**config.mk**
```make
export PLATFORM = sky130hd
export DESIGN_NAME = twd_detector
export DESIGN_NICKNAME = d
export VERILOG_FILES = /design/src/rtl/twd_pkg.sv /design/src/rtl/twd_latch.sv /design/src/rtl/twd_transdet.sv /design/src/rtl/twd_hold_cell.sv /design/src/rtl/twd_rail_out.sv /design/src/rtl/twd_detector.sv
export SDC_FILE = /design/constraint.sdc
export NUM_CORES = 1
export LEC_CHECK = 0
export CAP_MARGIN = 20
export CORE_AREA = 2 2 39 41
export CTS_BUF_LIST = sky130_fd_sc_hd__clkbuf_8
export CTS_CLUSTER_DIAMETER = 200
export DETAILED_ROUTE_END_ITERATION = 8
export DIE_AREA = 0 0 41 43
export DONT_BUFFER_PORTS = 1
export GPL_TIMING_DRIVEN = 0
export SLEW_MARGIN = 10
export SYNTH_ARGS = -nofsm -noshare
export SYNTH_HDL_FRONTEND = slang
export SYNTH_SLANG_ARGS = --single-unit
```
**constraint.sdc**
```tcl
create_clock -name clk -period 2.8 [get_ports clk]
set_input_delay 0.28 -clock clk [delete_from_list [all_inputs] [get_ports clk]]
set_output_delay 0.28 -clock clk [all_outputs]
set_load 0.03 [all_outputs]
```
**src/rtl/twd_pkg.sv**
```systemverilog
package twd_pkg;
  // Rail pair as {fault, clean}
  typedef enum logic [1:0] {
    RAIL_NEUTRAL = 2'b00,
    RAIL_CLEAN   = 2'b01,
    RAIL_FAULT   = 2'b10
  } rails_t;
endpackage

```
**src/rtl/twd_latch.sv**
```systemverilog
module twd_latch (
  input  logic clk,
  input  logic rst_n,
  input  logic win_open,
  input  logic data_in,
  output logic data_out
);
  always_ff @(posedge clk) begin
    if (!rst_n)        data_out <= 1'b0;
    else if (win_open) data_out <= data_in;
  end

  p_transparent_r1: assert property (@(posedge clk) disable iff (!rst_n)
    win_open |=> (data_out == $past(data_in)));
  p_opaque_r1: assert property (@(posedge clk) disable iff (!rst_n)
    !win_open |=> $stable(data_out));
endmodule

```
**src/rtl/twd_transdet.sv**
```systemverilog
module twd_transdet #(
  parameter int PULSE_CYC = 3
) (
  input  logic clk,
  input  logic rst_n,
  input  logic data_in,
  output logic td_x
);
  localparam int PW = (PULSE_CYC > 1) ? $clog2(PULSE_CYC) : 1;

  logic prev_d;
  logic chg;

  // Previous value tracks the input even in reset, so release makes no false edge
  always_ff @(posedge clk) prev_d <= data_in;
  assign chg = data_in ^ prev_d;

  generate
    if (PULSE_CYC > 1) begin : g_stretch
      logic [PW-1:0] rem;
      always_ff @(posedge clk) begin
        if (!rst_n)          rem <= '0;
        else if (chg)        rem <= PW'(PULSE_CYC - 1);
        else if (rem != '0)  rem <= rem - 1'b1;
      end
      assign td_x = chg | (rem != '0);
    end else begin : g_single
      assign td_x = chg;
    end
  endgenerate

  p_edge_flag_r2: assert property (@(posedge clk) disable iff (!rst_n)
    (data_in != $past(data_in)) |-> td_x);
endmodule

```
**src/rtl/twd_hold_cell.sv**
```systemverilog
module twd_hold_cell #(
  parameter int COMP_CYC = 2
) (
  input  logic clk,
  input  logic rst_n,
  input  logic win_open,
  input  logic td_x,
  output logic hit
);
  localparam int CW = (COMP_CYC > 0) ? $clog2(COMP_CYC + 1) : 1;

  logic armed;

  generate
    if (COMP_CYC > 0) begin : g_comp
      logic [CW-1:0] open_cnt;
      always_ff @(posedge clk) begin
        if (!rst_n || !win_open)              open_cnt <= '0;
        else if (open_cnt != CW'(COMP_CYC))   open_cnt <= open_cnt + 1'b1;
      end
      assign armed = win_open && (open_cnt == CW'(COMP_CYC));
    end else begin : g_nocomp
      assign armed = win_open;
    end
  endgenerate

  // Asymmetric set/reset: cleared while the window is low, set by an armed pulse
  always_ff @(posedge clk) begin
    if (!rst_n || !win_open)  hit <= 1'b0;
    else if (td_x && armed)   hit <= 1'b1;
  end

  p_clear_r9: assert property (@(posedge clk) disable iff (!rst_n)
    !win_open |=> !hit);
  p_sticky_r11: assert property (@(posedge clk) disable iff (!rst_n)
    (hit && win_open) |=> hit);
  p_fresh_r6: assert property (@(posedge clk) disable iff (!rst_n)
    $rose(win_open) |-> !hit);
endmodule

```
**src/rtl/twd_rail_out.sv**
```systemverilog
module twd_rail_out
  import twd_pkg::*;
(
  input  logic clk,
  input  logic rst_n,
  input  logic win_open,
  input  logic sample_stb,
  input  logic hit,
  output logic rail_clean,
  output logic rail_fault
);
  rails_t rails;
  logic   win_prev;
  logic   opening;

  always_ff @(posedge clk) win_prev <= win_open;
  assign opening = win_open && !win_prev;

  always_ff @(posedge clk) begin
    if (!rst_n || opening)         rails <= RAIL_NEUTRAL;
    else if (sample_stb && win_open) rails <= hit ? RAIL_FAULT : RAIL_CLEAN;
  end

  assign rail_fault = rails[1];
  assign rail_clean = rails[0];

  p_never_both_r8: assert property (@(posedge clk) disable iff (!rst_n)
    $onehot0({rail_fault, rail_clean}));
  p_sample_r2: assert property (@(posedge clk) disable iff (!rst_n)
    (sample_stb && win_open && !$rose(win_open)) |=>
      (rail_fault == $past(hit)) && (rail_clean == !$past(hit)));
  p_neutral_r7: assert property (@(posedge clk) disable iff (!rst_n)
    $rose(win_open) |=> (!rail_fault && !rail_clean));
  p_hold_r8: assert property (@(posedge clk) disable iff (!rst_n)
    (!(sample_stb && win_open) && !$rose(win_open)) |=> $stable({rail_fault, rail_clean}));
endmodule

```
**src/rtl/twd_detector.sv**
```systemverilog
module twd_detector #(
  parameter int PULSE_CYC = 3,
  parameter int COMP_CYC  = 2
) (
  input  logic clk,
  input  logic rst_n,
  input  logic data_in,
  input  logic win_open,
  input  logic sample_stb,
  output logic data_out,
  output logic rail_clean,
  output logic rail_fault
);
  logic td_x;
  logic hit;

  initial begin
    p_param_r6: assert (PULSE_CYC >= 1 && COMP_CYC >= 0 && COMP_CYC < PULSE_CYC);
  end

  twd_latch u_latch (
    .clk(clk), .rst_n(rst_n), .win_open(win_open),
    .data_in(data_in), .data_out(data_out)
  );

  twd_transdet #(.PULSE_CYC(PULSE_CYC)) u_td (
    .clk(clk), .rst_n(rst_n), .data_in(data_in), .td_x(td_x)
  );

  twd_hold_cell #(.COMP_CYC(COMP_CYC)) u_cell (
    .clk(clk), .rst_n(rst_n), .win_open(win_open), .td_x(td_x), .hit(hit)
  );

  twd_rail_out u_rails (
    .clk(clk), .rst_n(rst_n), .win_open(win_open), .sample_stb(sample_stb),
    .hit(hit), .rail_clean(rail_clean), .rail_fault(rail_fault)
  );
endmodule

```
==> impl_results.md, run 1 <==
* Outcome: complete, no violations
* Top Ports at 8
* Max FO, Critical Path at 2
* DR WL/cell at around 11 um
* Setup crit end kind: primary output
* Asr flop ratio synth at 0%
* Antenna violations before repair at 0
* First-pass GRT wire length at about 940 um
* Syn Area/Cell at 9.67 sq um
* Final Util at around 30%
* Vias in the first global route at 247
* Final min period at 1.03 ns
* Die ar. at 1760 sq um
* Clk_skew at approximately 0.0026 ns
* Fmax at approximately 970 MHz
* Die Ht at roughly 43 um
* Layout cells sized above 1 at roughly 13%
* P_leak at between 0.00015 and 0.0002 uW
* Cell count after synthesis at 37
* Final setup violating endpoints at 0
* Hold Path Class: in -> reg
* Worst vdd ir at approximately 0.24 mV
* Netlist cell types at 15
* Met2 wire len at around 260 um
* Slew headroom at 76.9%
* CTS tree: done
* Fin crit share at ~37%
* Wire length on met3 at ~43 um
* Die extent in x at ~41 um
* CTS buffer count at 3
* Post-CTS resize count at 0
* Row cnt at 14
* Max-Cap Viols at 0
* Top Metal Used: met4
* CP required at 2.52 ns
* Placed insts at 53
* Clock Path Buffers at 2
* Power density of the placed cells at around 760 nW/um^2
* Post-Syn Area at 358 sq um
* Placer Congestion at about 0.66
* Via density at approximately 4.5
* Worst Tran Pin Value at ~0.35 ns
* Post-route ant nets at 0
* Non-filler instance count after layout at 56
* Prevailing post-synth register cell: dfxtp_1
* Area contributors post-synth: dfxtp_1 (56%), nor2_1 (6.3%), nand2_1 (5.2%)
* Diode count at 0
* Syn Nets at 43
* CTS H-Tree Depth at 1
* Unrepaired setup endpoints after global routing: no
* Clock Latency Late Sink at between 0.2 and 0.25 ns
* DP HPWL at 419 um
* Met1 WL at roughly 270 um
* Largest net degree at the start of global routing at 7
* Post-synth top area cell: dfxtp_1
* Final hold vios at 0
* IO buf count at 0
* Total negative slack at 0 ns
* GR Util All Layers at under 10%
* DRC viols at 0
* CTS root buffer: clkbuf_8
* Fin. max-slew vios at 0
* Core area at 1380 sq um
* Clock sink total at 10
* Arr. time, crit path at approximately 0.75 ns
* Register area share after synthesis at between 50% and 60%
* EDFF count, synth at 0
* Worst setup path class: reg -> out
* Commonest cells post-synth: dfxtp_1 (10), nor2_1 (6), nand2_1 (5)
* Total grt overflow at 0
* Starting Density at 25.9%
* Post-CTS setup buffer count at 0
* CTS Hold Bufs at 0
* Startpoint Class: register
* Via count at 252
* Top cell type's share of synthesized area at approximately 56%
* Area grow syn2layout at 17.1%
* Final wirelength at between 500 and 600 um
* Drt first pass iters at 1
* Syn. warnings at 0
* Clock-pin slew on the worst setup and hold paths at ~0.050 ns
* Synth Register Bits at 10
* Initial DRC Count at 0
* Nets at 48
* Most common cell in the netlist: dfxtp_1
-- layout make-up --
cell class	count	area (sq um)
fillers	142	965
flip-flops and latches	10	200
multi-input cells	24	146
clock buffers	3	41.3
well taps	16	20.0
inverters	3	11.3
-- report_power, final --
group,switching (uW),internal [uW]
combinational,8.91,7.66
sequential,7.34,150
clock,52.1,93.8
-- cells in the final DEF (no fill, tap or decap) --
cell type / count
inv_1: 3
mux2i_1: 1
nor3_1: 1
nor3_2: 1
a21boi_0: 1
nand3_1: 1
nor2_1: 6
o32ai_1: 1
ha_1: 1
o22ai_1: 1
dfxtp_1: 10
a21oi_1: 2
nor4_2: 1
nand2_1: 5
clkbuf_8: 3
xor2_1: 2
-- cells by family after synthesis --
family | count (synthesis) | share of synthesized area (%)
DFF | 10 | 55.9
xor gates and xnor gates | 2 | 4.90
buffers and inverters | 3 | 3.15
AOI/OAI and AO/OA | 5 | 9.09
and+or+nand+nor | 15 | 20.6
muxes | 1 | 2.80
adders and majority gates | 1 | 3.50
-- flip-flops by register name (all words and copies together) (netlist names) --
name,count
u_cell.g_comp.open_cnt,2
u_rails.rails,2
u_latch.data_out,1
u_rails.win_prev,1
u_cell.hit,1
u_td.prev_d,1
u_td.g_stretch.rem,2
-- worst paths after layout --
check	slack, ns	endpoint	depth (start not counted)	from
max	1.77	rail_clean	0	u_rails.rails[0]
min	0.07	u_td.prev_d	0	data_in
max reg2reg	1.83	u_cell.g_comp.open_cnt[1]	5	u_cell.g_comp.open_cnt[0]
min reg2reg	0.45	u_td.g_stretch.rem[0]	2	u_td.g_stretch.rem[1]
-- through the flow --
stage	hold slack [ns]	setup WS [ns]	cell area, sq um	power, uW
2_1_floorplan	0.308	1.89	358	173
3_3_place_gp	0.308	1.86	378	175
3_5_place_dp	0.308	1.82	378	176
4_1_cts	0.0648	1.76	419	324
5_1_grt	0.0608	1.76	419	335
6_report	0.0690	1.77	419	319
-- metal layers --
layer / GRT usage [%] / vias to the layer above
met5: 0 / -
met4: 8.00 / 0
met3: 1.57 / 2
met2: 11.6 / 7
met1: 8.79 / 113
li1: - / 130
Power figures use the tool's default switching activity.
==> run 2: changes to the inputs <==
clock period = 0.85 ns   (was 2.8 ns; I/O delays follow)
==> run 2 against run 1 <==
- the flow now finishes with violations (setup timing)
- sequential share of layout area is 7.0 points lower
- clock skew is 0.0021 ns lower
- total power grew to 3.4 times the previous value
- global-route usage is 1.9 points higher
- final cell count is 8.9% higher
- clock power grew to 3.2 times the previous value
- core utilization is 6.3 points higher
- die area stayed put
- register-to-register slack worse by 1.9 ns
- critical endpoint is now u_cell.g_comp.open_cnt[1]
==> impl_results.md, run 2 (synthesis gave the netlist of run 1 again) <==
* CTS H-Tree Depth at 1 (unchanged)
* Setup crit end kind: register
* Worst vdd ir at 0.968 mV (+300%)
* IO buf count at 0 (unchanged)
* CTS root buffer: clkbuf_8
* Power density of the placed cells at 2130 nW/um^2 (+180%)
* Worst r2r src: u_cell.g_comp.open_cnt[0]
* CP required at 0.97 ns (-1.55 ns)
* Clock Path Buffers at 2 (unchanged)
* Placed insts at 53 (unchanged)
* DP HPWL at 430 um (+2.6%)
* CTS tree: done
* R2R depth at 5 (unchanged)
* Clock sink total at 10 (unchanged)
* Outcome: finished with violations
* R2R setup slack at -0.05 ns (-1.88 ns)
* Total grt overflow at 0 (unchanged)
* Die Ht at 43 um (unchanged)
* Via density at 4.62 (+2.7%)
* Final wirelength at 702 um (+19%)
* Worst setup margin at -0.0473 ns (-1.81 ns)
* Max FO, Critical Path at 2 (unchanged)
* Drt first pass iters at 3 (+2)
* Layout cells sized above 1 at 37.8% (+25 points)
* Startpoint Class: register
* First-pass GRT wire length at 1.08 mm (+15%)
* Core area at 1380 sq um (unchanged)
* Antenna violations before repair at 0 (unchanged)
* Final hold vios at 0 (unchanged)
* Fmax at approximately 1100 MHz
* P_leak at 0.000200 uW (+16%)
* Failing checks: setup timing
* Vias in the first global route at 272 (+10%)
* HP Start: data_in
* Die extent in x at 41 um (unchanged)
* Top delay family on crit path: flip-flops
* Worst path slowest cell: dfxtp_2
* Max-Cap Viols at 0 (unchanged)
* Buffers and inverters on the worst path at 1
* Die ar. at 1760 sq um (unchanged)
* Biggest regs: u_cell.g_comp.open_cnt x2, u_rails.rails x2, u_td.g_stretch.rem x2
* Via count at 282 (+12%)
* Non-filler instance count after layout at 61 (+8.9%)
* Final min period at approximately 0.9 ns
* Clk_skew at 0.000502 ns (-0.00207 ns)
* Worst hold endpoint: u_latch.data_out
* Cell breakdown of the critical path: inv_2, ha_4, nor2_2, a21oi_2, nor2_1
* Finished Cell Area at 507 sq um (+21%)
* GR Util All Layers at 9.87% (+1.9 points)
* Placer Congestion at 0.659 (+0.32%)
* Slew headroom at 78.3% (+1.5 points)
* Area grow syn2layout at 41.6%
* # fillers at 144 (+1.4%)
* Final setup violating endpoints at 2 (+2)
* R2R Path End: u_cell.g_comp.open_cnt[1]
* Peak per-stage delay on the critical path at roughly 0.33 ns
* Cell depth of the worst hold path at 2 (+2)
* Row cnt at 14 (unchanged)
* DR WL/cell at 11.5 um (+9.6%)
* Worst setup path class: reg -> reg
* Total negative slack at -0.0549 ns (-0.0549 ns)
* Top Ports at 8 (unchanged)
* Fin. max-slew vios at 0 (unchanged)
* Clock Latency Late Sink at 0.23 ns (about the same)
* Post-DP Area at 379 sq um (+0.33%)
* Fin crit share at 106%
* Worst Tran Pin Value at 0.324 ns (-0.0222 ns)
* Starting Density at 25.9% (unchanged)
* DRC viols at 0 (unchanged)
* CTS buffer count at 3 (unchanged)
* Unrepaired setup endpoints after global routing: yes
* Clock-pin slew on the worst setup and hold paths at 0.04 ns (about the same)
* Diode count at 0 (unchanged)
* Most frequent cells in the layout: nor2_1 (5), nand2_1 (5), dfxtp_2 (5), dfxtp_1 (5), dlygate4sd3_1 (4)
* Post-route ant nets at 0 (unchanged)
* Hold Path Class: in -> reg
* Initial DRC Count at 3 (+3)
* Arr. time, crit path at 1.02 ns (+0.27 ns)
* Nets at 53 (+10%)
* Largest net degree at the start of global routing at 7 (unchanged)
[run 2: worst reg2reg max path, cell delays in order (launching register included)]
cell     delay [ns]
dfxtp_2        0.33
inv_2          0.04
ha_4           0.25
nor2_2         0.03
a21oi_2        0.09
nor2_1         0.04
[run 2: routing by layer]
metal | routed length (um) | track usage, % | vias up
met5 | 0 | 0 | -
met4 | 36 | 12.0 | 0
met3 | 42 | 3.66 | 4
met2 | 320 | 12.2 | 7
met1 | 303 | 11.0 | 133
li1 | - | - | 138
[run 2: what timing repair did]
item,4_1_cts,5_1_grt
buffers inserted,1,0
pin swaps,2,2
hold endpoints to repair,3,1
hold buffers,3,1
endpoints found under the setup margin,4,6
resized for setup,3,8
[run 2: per-stage QoR]
stage               util [%]  hold slack (ns)  setup WS (ns)  total power, uW
finish                  36.6          0.00855        -0.0473             1080
floorplan                  -            0.113        -0.0413              571
global route            36.6          0.00324         -0.101             1150
detailed placement      27.4            0.113        -0.0964              581
CTS                     34.1          0.00719        -0.0784             1080
global placement        27.4            0.113        -0.0654              578
[run 2: cell type report]
class | instances | area, sq um | area share, %
inverters | 3 | 11.3 | 2.22
clock buffers | 3 | 41.3 | 8.15
multi-input cells | 24 | 180 | 35.6
well taps | 16 | 20.0 | 3.95
flip-flops and latches | 10 | 206 | 40.7
repair buffers | 5 | 47.5 | 9.38
[run 2: worst max-delay path by stage]
stage	start	slack [ns]	depth (start not counted)	endpoint
6_report	u_cell.g_comp.open_cnt[0]	-0.05	5	u_cell.g_comp.open_cnt[1]
4_1_cts	u_cell.g_comp.open_cnt[0]	-0.08	5	u_cell.g_comp.open_cnt[1]
3_5_place_dp	u_cell.g_comp.open_cnt[0]	-0.1	5	u_cell.g_comp.open_cnt[1]
3_3_place_gp	u_cell.g_comp.open_cnt[0]	-0.07	5	u_cell.g_comp.open_cnt[1]
5_1_grt	u_cell.g_comp.open_cnt[0]	-0.10	5	u_cell.g_comp.open_cnt[1]
2_1_floorplan	u_cell.g_comp.open_cnt[0]	-0.04	5	u_cell.g_comp.open_cnt[1]
[run 2: power by group]
| group | internal (uW) | total [uW] | leakage (uW) | switching [uW] |
|---|---|---|---|---|
| Clock | 308 | 467 | 0.0000216 | 159 |
| Combinational | 50.7 | 91.2 | 0.0000940 | 40.5 |
| Sequential | 495 | 522 | 0.0000840 | 26.9 |
